==> config.mk <==
export PLATFORM = sky130hd
export DESIGN_NAME = tslot_tag_ctrl
export DESIGN_NICKNAME = d
export VERILOG_FILES = /design/src/rtl/tslot_pkg.sv /design/src/rtl/tslot_rng.sv /design/src/rtl/tslot_slot_timer.sv /design/src/rtl/tslot_win_timer.sv /design/src/rtl/tslot_tag_ctrl.sv
export SDC_FILE = /design/constraint.sdc
export NUM_CORES = 1
export LEC_CHECK = 0
export CAP_MARGIN = 5
export CORE_MARGIN = 1
export CORE_UTILIZATION = 45
export CTS_CLUSTER_DIAMETER = 150
export DETAILED_ROUTE_END_ITERATION = 6
export PLACE_DENSITY_LB_ADDON = 0.2
export SLEW_MARGIN = 20
export SYNTH_ARGS = -nofsm -noshare
export SYNTH_HDL_FRONTEND = slang
export SYNTH_HIERARCHICAL = 1
export SYNTH_SLANG_ARGS = --single-unit
==> constraint.sdc <==
create_clock -name clk -period 3 [get_ports clk]
set_input_delay 0.3 -clock clk [delete_from_list [all_inputs] [get_ports clk]]
set_output_delay 0.3 -clock clk [all_outputs]
set_load 0.05 [all_outputs]
==> src/rtl/tslot_pkg.sv <==
`timescale 1ns/1ps
package tslot_pkg;
  localparam int SLOT_W = 6;
  localparam int TX_W   = 3;

  typedef enum logic [1:0] {
    LOOP_IDLE    = 2'd0,
    LOOP_DETECT  = 2'd1,
    LOOP_PROCESS = 2'd2,
    LOOP_SLEEP   = 2'd3
  } loop_e;

  typedef enum logic [2:0] {
    PH_BOOT, PH_IDLE, PH_WAIT, PH_SLOT, PH_LISTEN, PH_PROC, PH_SLEEP
  } phase_e;

  // slot-limit code -> mask (limit - 1)
  function automatic logic [SLOT_W-1:0] slot_mask(input logic [1:0] sel);
    case (sel)
      2'd0:    slot_mask = SLOT_W'(0);
      2'd1:    slot_mask = SLOT_W'(15);
      default: slot_mask = SLOT_W'(63);
    endcase
  endfunction

  // retransmit-limit code -> number of responses
  function automatic logic [TX_W-1:0] tx_limit(input logic [1:0] sel);
    case (sel)
      2'd0:    tx_limit = TX_W'(1);
      2'd1:    tx_limit = TX_W'(2);
      default: tx_limit = TX_W'(4);
    endcase
  endfunction
endpackage

==> src/rtl/tslot_rng.sv <==
`timescale 1ns/1ps
module tslot_rng #(
  parameter int W = 6,
  parameter logic [W-1:0] TAPS = 6'b110000,
  parameter logic [W-1:0] SEED = 6'h2D
) (
  input  logic         clk,
  input  logic         rst_n,
  input  logic [W-1:0] mix_i,
  input  logic [W-1:0] mask_i,
  output logic [W-1:0] draw_o
);
  logic [W-1:0] state_q;
  logic         fb;

  assign fb = ^(state_q & TAPS);

  always_ff @(posedge clk or negedge rst_n) begin
    if (!rst_n)               state_q <= SEED;
    else if (state_q == '0)   state_q <= SEED;
    else                      state_q <= {state_q[W-2:0], fb};
  end

  assign draw_o = (state_q ^ mix_i) & mask_i;


  property lfsr_live_p;
    @(posedge clk) disable iff (!rst_n) state_q != '0;
  endproperty
  lfsr_live_chk: assert property (lfsr_live_p);
endmodule

==> src/rtl/tslot_slot_timer.sv <==
`timescale 1ns/1ps
module tslot_slot_timer #(
  parameter int W = 6
) (
  input  logic         clk,
  input  logic         rst_n,
  input  logic         load_i,
  input  logic [W-1:0] val_i,
  input  logic         tick_i,
  output logic         zero_o
);
  logic [W-1:0] left_q;

  always_ff @(posedge clk or negedge rst_n) begin
    if (!rst_n)                        left_q <= '0;
    else if (load_i)                   left_q <= val_i;
    else if (tick_i && left_q != '0)   left_q <= left_q - 1'b1;
  end

  assign zero_o = (left_q == '0);


  property no_grow_p;
    @(posedge clk) disable iff (!rst_n) !load_i |=> left_q <= $past(left_q);
  endproperty
  no_grow_chk: assert property (no_grow_p);
endmodule

==> src/rtl/tslot_win_timer.sv <==
`timescale 1ns/1ps
module tslot_win_timer #(
  parameter int CYC = 8
) (
  input  logic clk,
  input  logic rst_n,
  input  logic start_i,
  input  logic run_i,
  output logic expire_o
);
  localparam int CW = $clog2(CYC + 1);
  localparam logic [CW-1:0] TOP = CW'(CYC - 1);

  logic [CW-1:0] cnt_q;

  always_ff @(posedge clk or negedge rst_n) begin
    if (!rst_n)                      cnt_q <= '0;
    else if (start_i)                cnt_q <= TOP;
    else if (run_i && cnt_q != '0)   cnt_q <= cnt_q - 1'b1;
  end

  assign expire_o = run_i && (cnt_q == '0);


  property win_range_p;
    @(posedge clk) disable iff (!rst_n) cnt_q <= TOP;
  endproperty
  win_range_chk: assert property (win_range_p);
endmodule

==> src/rtl/tslot_tag_ctrl.sv <==
`timescale 1ns/1ps
module tslot_tag_ctrl
  import tslot_pkg::*;
#(
  parameter int LISTEN_CYC = 8,
  parameter logic [SLOT_W-1:0] RNG_SEED = 6'h2D
) (
  input  logic              clk,
  input  logic              rst_n,
  input  logic              cfg_fast_rd_i,
  input  logic              cfg_talk_first_i,
  input  logic              frr_i,
  input  logic [1:0]        frr_slots_i,
  input  logic [1:0]        frr_tx_i,
  input  logic              frb_i,
  input  logic              mc1_i,
  input  logic              mc2_i,
  input  logic              ep_i,
  input  logic              slot_tick_i,
  input  logic [SLOT_W-1:0] rng_i,
  output logic              resp_start_o,
  output logic              listen_o,
  output logic [1:0]        loop_o
);
  phase_e            phase_q, phase_d;
  logic              bypass_q, bypass_d;
  logic              pos1_q, pos1_d;
  logic              resp_q, resp_d;
  logic [TX_W-1:0]   tc_lim_q, tc_lim_d, tx_cnt_q, tx_cnt_d;
  logic [SLOT_W-1:0] ts_mask_q, ts_mask_d, rng_mask, draw, load_val;
  logic              load_slot, slot_zero, win_start, win_run, win_expire;
  logic              restart;

  assign rng_mask = frr_i ? slot_mask(frr_slots_i) : ts_mask_q;

  tslot_rng #(.W(SLOT_W), .SEED(RNG_SEED)) u_rng (
    .clk(clk), .rst_n(rst_n), .mix_i(rng_i), .mask_i(rng_mask), .draw_o(draw)
  );

  tslot_slot_timer #(.W(SLOT_W)) u_slot (
    .clk(clk), .rst_n(rst_n), .load_i(load_slot), .val_i(load_val),
    .tick_i(slot_tick_i), .zero_o(slot_zero)
  );

  assign win_run = (phase_q == PH_LISTEN);

  tslot_win_timer #(.CYC(LISTEN_CYC)) u_win (
    .clk(clk), .rst_n(rst_n), .start_i(win_start), .run_i(win_run),
    .expire_o(win_expire)
  );

  always_comb begin
    phase_d   = phase_q;
    bypass_d  = bypass_q;
    pos1_d    = pos1_q;
    tc_lim_d  = tc_lim_q;
    tx_cnt_d  = tx_cnt_q;
    ts_mask_d = ts_mask_q;
    resp_d    = 1'b0;
    win_start = 1'b0;
    load_slot = 1'b0;
    load_val  = draw;
    restart   = 1'b0;
    case (phase_q)
      PH_BOOT: begin
        if (!cfg_fast_rd_i) phase_d = PH_IDLE;
        else if (cfg_talk_first_i) begin
          phase_d   = PH_SLOT;
          load_slot = 1'b1;
          load_val  = '0;
          tc_lim_d  = TX_W'(1);
          tx_cnt_d  = '0;
        end else phase_d = PH_WAIT;
      end
      PH_IDLE: begin
        if (frb_i) begin
          phase_d   = PH_LISTEN;
          bypass_d  = 1'b1;
          resp_d    = 1'b1;
          win_start = 1'b1;
        end
      end
      PH_WAIT: restart = frr_i;
      PH_SLOT: begin
        if (frr_i) restart = 1'b1;
        else if (slot_zero) begin
          phase_d   = PH_LISTEN;
          resp_d    = 1'b1;
          win_start = 1'b1;
          tx_cnt_d  = tx_cnt_q + 1'b1;
        end
      end
      PH_LISTEN: begin
        if (mc1_i) begin
          phase_d  = PH_SLEEP;
          bypass_d = 1'b0;
        end else if (mc2_i) begin
          phase_d  = PH_PROC;
          bypass_d = 1'b0;
        end else if (frr_i && !bypass_q) restart = 1'b1;
        else if (win_expire) begin
          if (bypass_q) begin
            phase_d  = PH_IDLE;
            bypass_d = 1'b0;
          end else if (!pos1_q && tx_cnt_q < tc_lim_q) begin
            phase_d   = PH_SLOT;
            load_slot = 1'b1;
          end else phase_d = PH_WAIT;
        end
      end
      PH_PROC:  if (ep_i) phase_d = PH_SLEEP;
      default:  phase_d = phase_q;
    endcase
    if (restart) begin
      phase_d   = PH_SLOT;
      pos1_d    = 1'b0;
      tc_lim_d  = tx_limit(frr_tx_i);
      ts_mask_d = slot_mask(frr_slots_i);
      tx_cnt_d  = '0;
      load_slot = 1'b1;
      load_val  = draw;
    end
  end

  always_ff @(posedge clk or negedge rst_n) begin
    if (!rst_n) begin
      phase_q   <= PH_BOOT;
      bypass_q  <= 1'b0;
      pos1_q    <= 1'b1;
      resp_q    <= 1'b0;
      tc_lim_q  <= TX_W'(1);
      tx_cnt_q  <= '0;
      ts_mask_q <= '0;
    end else begin
      phase_q   <= phase_d;
      bypass_q  <= bypass_d;
      pos1_q    <= pos1_d;
      resp_q    <= resp_d;
      tc_lim_q  <= tc_lim_d;
      tx_cnt_q  <= tx_cnt_d;
      ts_mask_q <= ts_mask_d;
    end
  end

  always_comb begin
    case (phase_q)
      PH_WAIT, PH_SLOT: loop_o = LOOP_DETECT;
      PH_LISTEN:        loop_o = bypass_q ? LOOP_IDLE : LOOP_DETECT;
      PH_PROC:          loop_o = LOOP_PROCESS;
      PH_SLEEP:         loop_o = LOOP_SLEEP;
      default:          loop_o = LOOP_IDLE;
    endcase
  end

  assign resp_start_o = resp_q;
  assign listen_o     = (phase_q == PH_LISTEN);


  property resp_pulse_p;
    @(posedge clk) disable iff (!rst_n) resp_start_o |=> !resp_start_o;
  endproperty
  resp_pulse_chk: assert property (resp_pulse_p);


  property resp_opens_win_p;
    @(posedge clk) disable iff (!rst_n) resp_start_o |-> listen_o;
  endproperty
  resp_opens_win_chk: assert property (resp_opens_win_p);


  property sleep_hold_p;
    @(posedge clk) disable iff (!rst_n) loop_o == LOOP_SLEEP |=> loop_o == LOOP_SLEEP;
  endproperty
  sleep_hold_chk: assert property (sleep_hold_p);


  property proc_entry_p;
    @(posedge clk) disable iff (!rst_n) $rose(loop_o == LOOP_PROCESS) |-> $past(listen_o);
  endproperty
  proc_entry_chk: assert property (proc_entry_p);


  property ep_exit_p;
    @(posedge clk) disable iff (!rst_n) (loop_o == LOOP_PROCESS && ep_i) |=> loop_o == LOOP_SLEEP;
  endproperty
  ep_exit_chk: assert property (ep_exit_p);


  property tx_bound_p;
    @(posedge clk) disable iff (!rst_n) tx_cnt_q <= tc_lim_q;
  endproperty
  tx_bound_chk: assert property (tx_bound_p);
endmodule

==> results.yml, run 1 <==
detailed_routing:
  dr_wl_met3_um: 156
  drtPass1Iterations: 4
  top_layer: "met4"
  viasPerCell: 5.41
  avgRoutedWirePerCell_um: 12.5
  drt_iter0_drc: 47
  wl_met2_mm: 1.62
  ant_nets: 0
  wl_mm: 3.55
  dr_total_vias: 1531
  met1Wirelength_mm: 1.72
  drc: 0
layout:
  antenna_cells: 0
  nets: 259
  areaGrowthSynthToFinish_pct: 20.6
  final_common_cell: "dfrtp_1"
  drive_gt1_share_pct: 14.6
  layout_common_cells: "dfrtp_1 (24), clkdlybuf4s50_1 (23), nand2_1 (16)"
floorplanning:
  core_sq_um: 4030
  rows: 23
  pin_count: 24
  die_area_sq_um: 4470
  start_util_pct: 47.0
  die_h_um: 66.8
  die_w_um: 66.8
worst_setup_path:
  critPathLaunchType: "flop"
  arrival_ns: 2.61
  end_kind: "flop"
  required_ns: 3.14
  cp_max_fo: 13
  critical_path_class: "flop to flop"
clock_network:
  clk_pin_slew_worst_paths_ns: 0.06
  htreeDepth: 2
  cts-hold-fix-buffers: 0
  cts_resized: 0
  clock_latency_ns: 0.27
  cts_buffer_depth: 2
  ctsRootBufferMaster: "clkbuf_8"
  cts_setup_buffers: 0
  cts_tree: "built"
  numCtsBuffers: 5
  cts.sinks: 30
timing:
  setup_viol: 0
  slew_headroom_pct: 66.5
  layout_worst_path_cycle_share_pct: 82.1
  maxSlewViolCount: 0
  fmax_mhz: 406
  finalSetupTns_ns: 0
  hold_viol: 0
  finClkSkew_ns: 0.00404
  rsz0062_at_grt: "no"
  post-route-min-period_ns: 2.46
  worst_pin_slew_ns: 0.501
synth:
  ys.warnings.count: 6
  synth_cells: 205
  ys_types: 54
  netlist_area_sq_um: 1890
  synth_compound_area_share_pct: 17.5
  synth.avg_cell_area_sq_um: 9.23
  ys.flop_type: "dfrtp_1"
  synth_seq_area_share_pct: 40.1
  muxShareOfSynthArea_pct: 3.37
  synth-xor-area-share_pct: 4.17
  synth-seq-cells: 30
  synth-edff-count: 0
  synthSimpleGateAreaFrac_pct: 25.0
  synth_top_family_by_area: "simple AND/OR/NAND/NOR gates"
  synthAdderAreaFrac_pct: 4.63
  syn-num-nets: 232
  async_flop_share_pct: 100
global_routing:
  antenna_found_initial: 0
  grt_pass1_wl_mm: 6.25
  grt_pass1_vias: 1428
  grt_use_total_pct: 18.7
  grt_overflow_total: 0
  grt_max_degree: 31
pwr:
  leakage_nw: 0.994
  share_comb_of_total_power_pct: 46.9
  finalPower_mw: 1.91
  clkPwrFrac_pct: 17.2
  swShare_pct: 40.2
  pwr-share-seq_pct: 35.9
  p_per_area_nw_per_um2: 837
  irDropWorstVdd_v: 0.000526
  intPower_mw: 1.14
  p_sw_uw: 768
placement:
  port_buffers: 23
  place_congestion: 0.841
  dp_hpwl_mm: 2.66
job:
  cap_violations: 0
worst_hold_path:
  hold_class: "primary input to async pin"
outcome:
  status: "complete, no violations"
[synthesized netlist by cell type (4+ instances only)]
cell type / number / area share, %
nor2_1: 15 / 3.0
ha_1: 7 / 4.6
inv_1: 15 / 3.0
or4_1: 4 / 1.6
dfstp_2: 6 / 8.3
a21oi_1: 9 / 2.4
o21ai_0: 8 / 2.1
dfrtp_1: 24 / 32
clkbuf_1: 6 / 1.2
xor2_1: 8 / 3.7
nand2_1: 16 / 3.2
o22ai_1: 4 / 1.3
o21ai_1: 4 / 1.1
and2_1: 14 / 4.6
nand3_1: 4 / 1.1
nand2b_1: 5 / 1.7
[path summary, 6_finish.rpt]
path	from	to	slack (ns)	cells past startpoint
setup reg to reg	phase_q[0]	u_slot/left_q[3]	0.54	9
setup / recovery	phase_q[0]	u_slot/left_q[3]	0.54	9
min in group clk	u_rng/state_q[0]	u_rng/state_q[1]	0.43	0
hold reg to reg	u_rng/state_q[0]	u_rng/state_q[1]	0.43	0
hold / removal	rst_n	tx_cnt_q[0]	0.42	2
max in group asynchronous	rst_n	u_rng/state_q[5]	2.26	2
[cell families after synthesis]
family,after synthesis
AOI/OAI and AO/OA,48
xor gates and xnor gates,9
adders and majority gates,7
buffers and inverters,24
DFF,30
muxes,6
and+or+nand+nor,81
[worst max-delay path, cell delays in order (launching register included)]
cell	delay (ns)
dfrtp_1	0.52
nor3b_2	0.24
nand2_1	0.12
nor3_1	0.33
nand2_1	0.07
or4_1	0.40
nand3_1	0.24
inv_1	0.19
o211ai_1	0.12
o211ai_1	0.11
[metal layers]
metal / track usage, % / vias up
met5: 0 / -
met4: 8.24 / 0
met3: 4.97 / 6
met2: 28.3 / 28
met1: 24.8 / 720
li1: - / 777
[registers in the layout, summed over array words and instances, names as in the netlist]
| signal | count |
|---|---|
| u_rng/state_q | 6 |
| u_slot/left_q | 6 |
| u_win/cnt_q | 4 |
| phase_q | 3 |
| tc_lim_q | 3 |
| tx_cnt_q | 3 |
| ts_mask_q | 2 |
| bypass_q | 1 |
| pos1_q | 1 |
| resp_start_o | 1 |
[layout make-up]
class,count,area (sq um)
timing repair buffer,29,275
fill,368,1750
clock buffer,8,90.1
inverter,15,56.3
tap,50,62.6
sequential,30,758
multi-input combinational,151,1040
[power by group through the flow]
stage          registers, mW  logic (mW)  clock network [mW]
5_1_grt                0.714        1.01               0.359
2_1_floorplan          0.648       0.706                   0
4_1_cts                0.684       0.905               0.339
3_5_place_dp           0.688       0.906                   0
3_3_place_gp           0.692       0.898                   0
6_report               0.685       0.896               0.329
[per-stage QoR]
step	hold WS (ns)	std cells	utilization [%]	setup WS [ns]	instance area, sq um
after floorplan	0.00441	205	-	0.105	1900
after global placement	0.416	275	54.4	0.449	2190
after detailed placement	0.416	275	54.4	0.415	2190
after CTS	0.425	283	56.6	0.550	2280
after global routing	0.438	283	56.6	0.280	2280
final	0.417	283	56.6	0.537	2280
Power figures use the tool's default switching activity.
==> run 2, diff against run 1 <==
Clock period 3 ns to 2.3 ns, I/O delays scaled along.
==> run 2 against run 1 <==
Worst hold slack lost 0.088 ns. Clock-buffer cell count fell by 2. Die area unchanged. Register-to-register slack got worse by 0.37 ns. Critical path type unchanged. Highest routed layer unchanged.
==> results.yml, run 2 (synthesis results as in run 1) <==
global_routing:
  antenna_found_initial: 0
  grt_use_total_pct: 20.1
  grt_pass1_wl_mm: 6.66
  grt_overflow_total: 0
  grt_pass1_vias: 1520
  grt_max_degree: 31
layout:
  largestRegisters: "u_rng/state_q (6), u_slot/left_q (6), u_win/cnt_q (4)"
  antenna_cells: 0
  drive_gt1_share_pct: 22.0
  final_common_cell: "dfrtp_1"
  nets: 272
  n_fill_cell: 380
  areaGrowthSynthToFinish_pct: 26.9
  layout_common_cells: "dfrtp_1 (24), clkdlybuf4s50_1 (22), buf_4 (20)"
  fin_util_pct: 59.6
worst_setup_path:
  critical_path_class: "flop to flop"
  arrival_ns: 2.29
  reg2regPathDepth: 10
  reg2reg_to: "u_slot/left_q[0]"
  r2r-start: "phase_q[1]"
  critPathLaunchType: "flop"
  cp_max_fo: 7
  end_kind: "flop"
  r2r_slack_ns: 0.17
  cp-endpoint: "u_slot/left_q[0]"
  required_ns: 2.46
  startpoint: "phase_q[1]"
floorplanning:
  die_w_um: 66.8
  die_h_um: 66.8
  rows: 23
  die_area_sq_um: 4470
  pin_count: 24
  start_util_pct: 47.0
  core_sq_um: 4030
clock_network:
  ctsRootBufferMaster: "clkbuf_8"
  cts-hold-fix-buffers: 0
  clock_latency_ns: 0.28
  cts_buffer_depth: 2
  cts_tree: "built"
  numCtsBuffers: 5
  cts_setup_buffers: 0
  htreeDepth: 2
  cts.sinks: 30
  clk_pin_slew_worst_paths_ns: 0.07
outcome:
  status: "complete, no violations"
placement:
  pre_cts_ws_ns: -0.0496
  place_congestion: 0.853
  port_buffers: 23
  dp_hpwl_mm: 2.93
timing:
  post-route-min-period_ns: 2.13
  hold_slack_ns: 0.329
  fin_ws_ns: 0.169
  maxSlewViolCount: 0
  hold_viol: 0
  fmax_mhz: 469
  finalSetupTns_ns: 0
  slew_headroom_pct: 66.6
  layout_worst_path_cycle_share_pct: 92.6
  rsz0062_at_grt: "no"
  finClkSkew_ns: 0.00619
  worst_pin_slew_ns: 0.500
  setup_viol: 0
detailed_routing:
  ant_nets: 0
  wl_mm: 3.81
  drt_iter0_drc: 46
  dr_total_vias: 1562
  drc: 0
  avgRoutedWirePerCell_um: 12.9
  viasPerCell: 5.28
  drtPass1Iterations: 4
pwr:
  irDropWorstVdd_v: 0.000677
  leakage_nw: 1.07
  p_per_area_nw_per_um2: 1100
  finalPower_mw: 2.64
worst_hold_path:
  hold_class: "primary input to async pin"
job:
  cap_violations: 0
[run 2: cell count changes in the layout (fill, tap and decap cells not counted), moves of 2 or more]
cell,delta
clkbuf_1,-2
o21ai_1,+2
buf_4,+14
o21ai_0,-2
[run 2: repair_timing]
action	in CTS	in global routing
endpoints found under the hold margin	0	0
gates resized for setup	0	3
endpoints found under the setup margin	0	7
[run 2: stage by stage]
stage	area [sq um]	instances
floorplan	1920	205
global placement	2300	288
detailed placement	2300	288
CTS	2400	296
global route	2400	296
finish	2400	296
[run 2: worst min path at each step]
stage / startpoint / endpoint / slack [ns]
floorplan: rst_n / bypass_q / -0.07
global placement: u_rng/state_q[0] / u_rng/state_q[1] / 0.42
detailed placement: u_rng/state_q[0] / u_rng/state_q[1] / 0.42
CTS: rst_n / u_slot/left_q[0] / 0.34
global route: rst_n / tx_cnt_q[1] / 0.40
finish: rst_n / tx_cnt_q[2] / 0.33
[run 2: report_power, final]
group	switching (mW)	total, mW	internal (mW)	leakage, nW
Combinational	0.709	1.33	0.618	0.673
Sequential	0.160	0.872	0.712	0.352
Clock	0.200	0.440	0.240	0.0472
[run 2: worst max-delay path, stage by stage (launching register included)]
cell and delay, ns:
dfrtp_1 0.40, buf_4 0.16, nor3b_4 0.19, nand2_2 0.10, nor3_2 0.22, nand2_1 0.08
or4_1 0.42, nand3_2 0.16, nor3b_1 0.07, a21oi_1 0.13, nand3_1 0.09
[run 2: final cells by class]
| cell class | count | area [sq um] | share of cell area, % |
|---|---|---|---|
| clock inverter | 2 | 12.5 | 0.521 |
| multi-input combinational | 151 | 1060 | 44.1 |
| clock buffer | 6 | 82.6 | 3.44 |
| tap | 50 | 62.6 | 2.61 |
| inverter | 15 | 56.3 | 2.34 |
| sequential | 30 | 758 | 31.6 |
| timing repair buffer | 42 | 370 | 15.4 |
[run 2: layer usage]
layer	up-vias	track usage (%)	wire, um
li1	800	-	-
met1	727	26.0	1860
met2	28	32.6	1750
met3	7	4.28	122
met4	0	7.98	70
met5	-	0	0
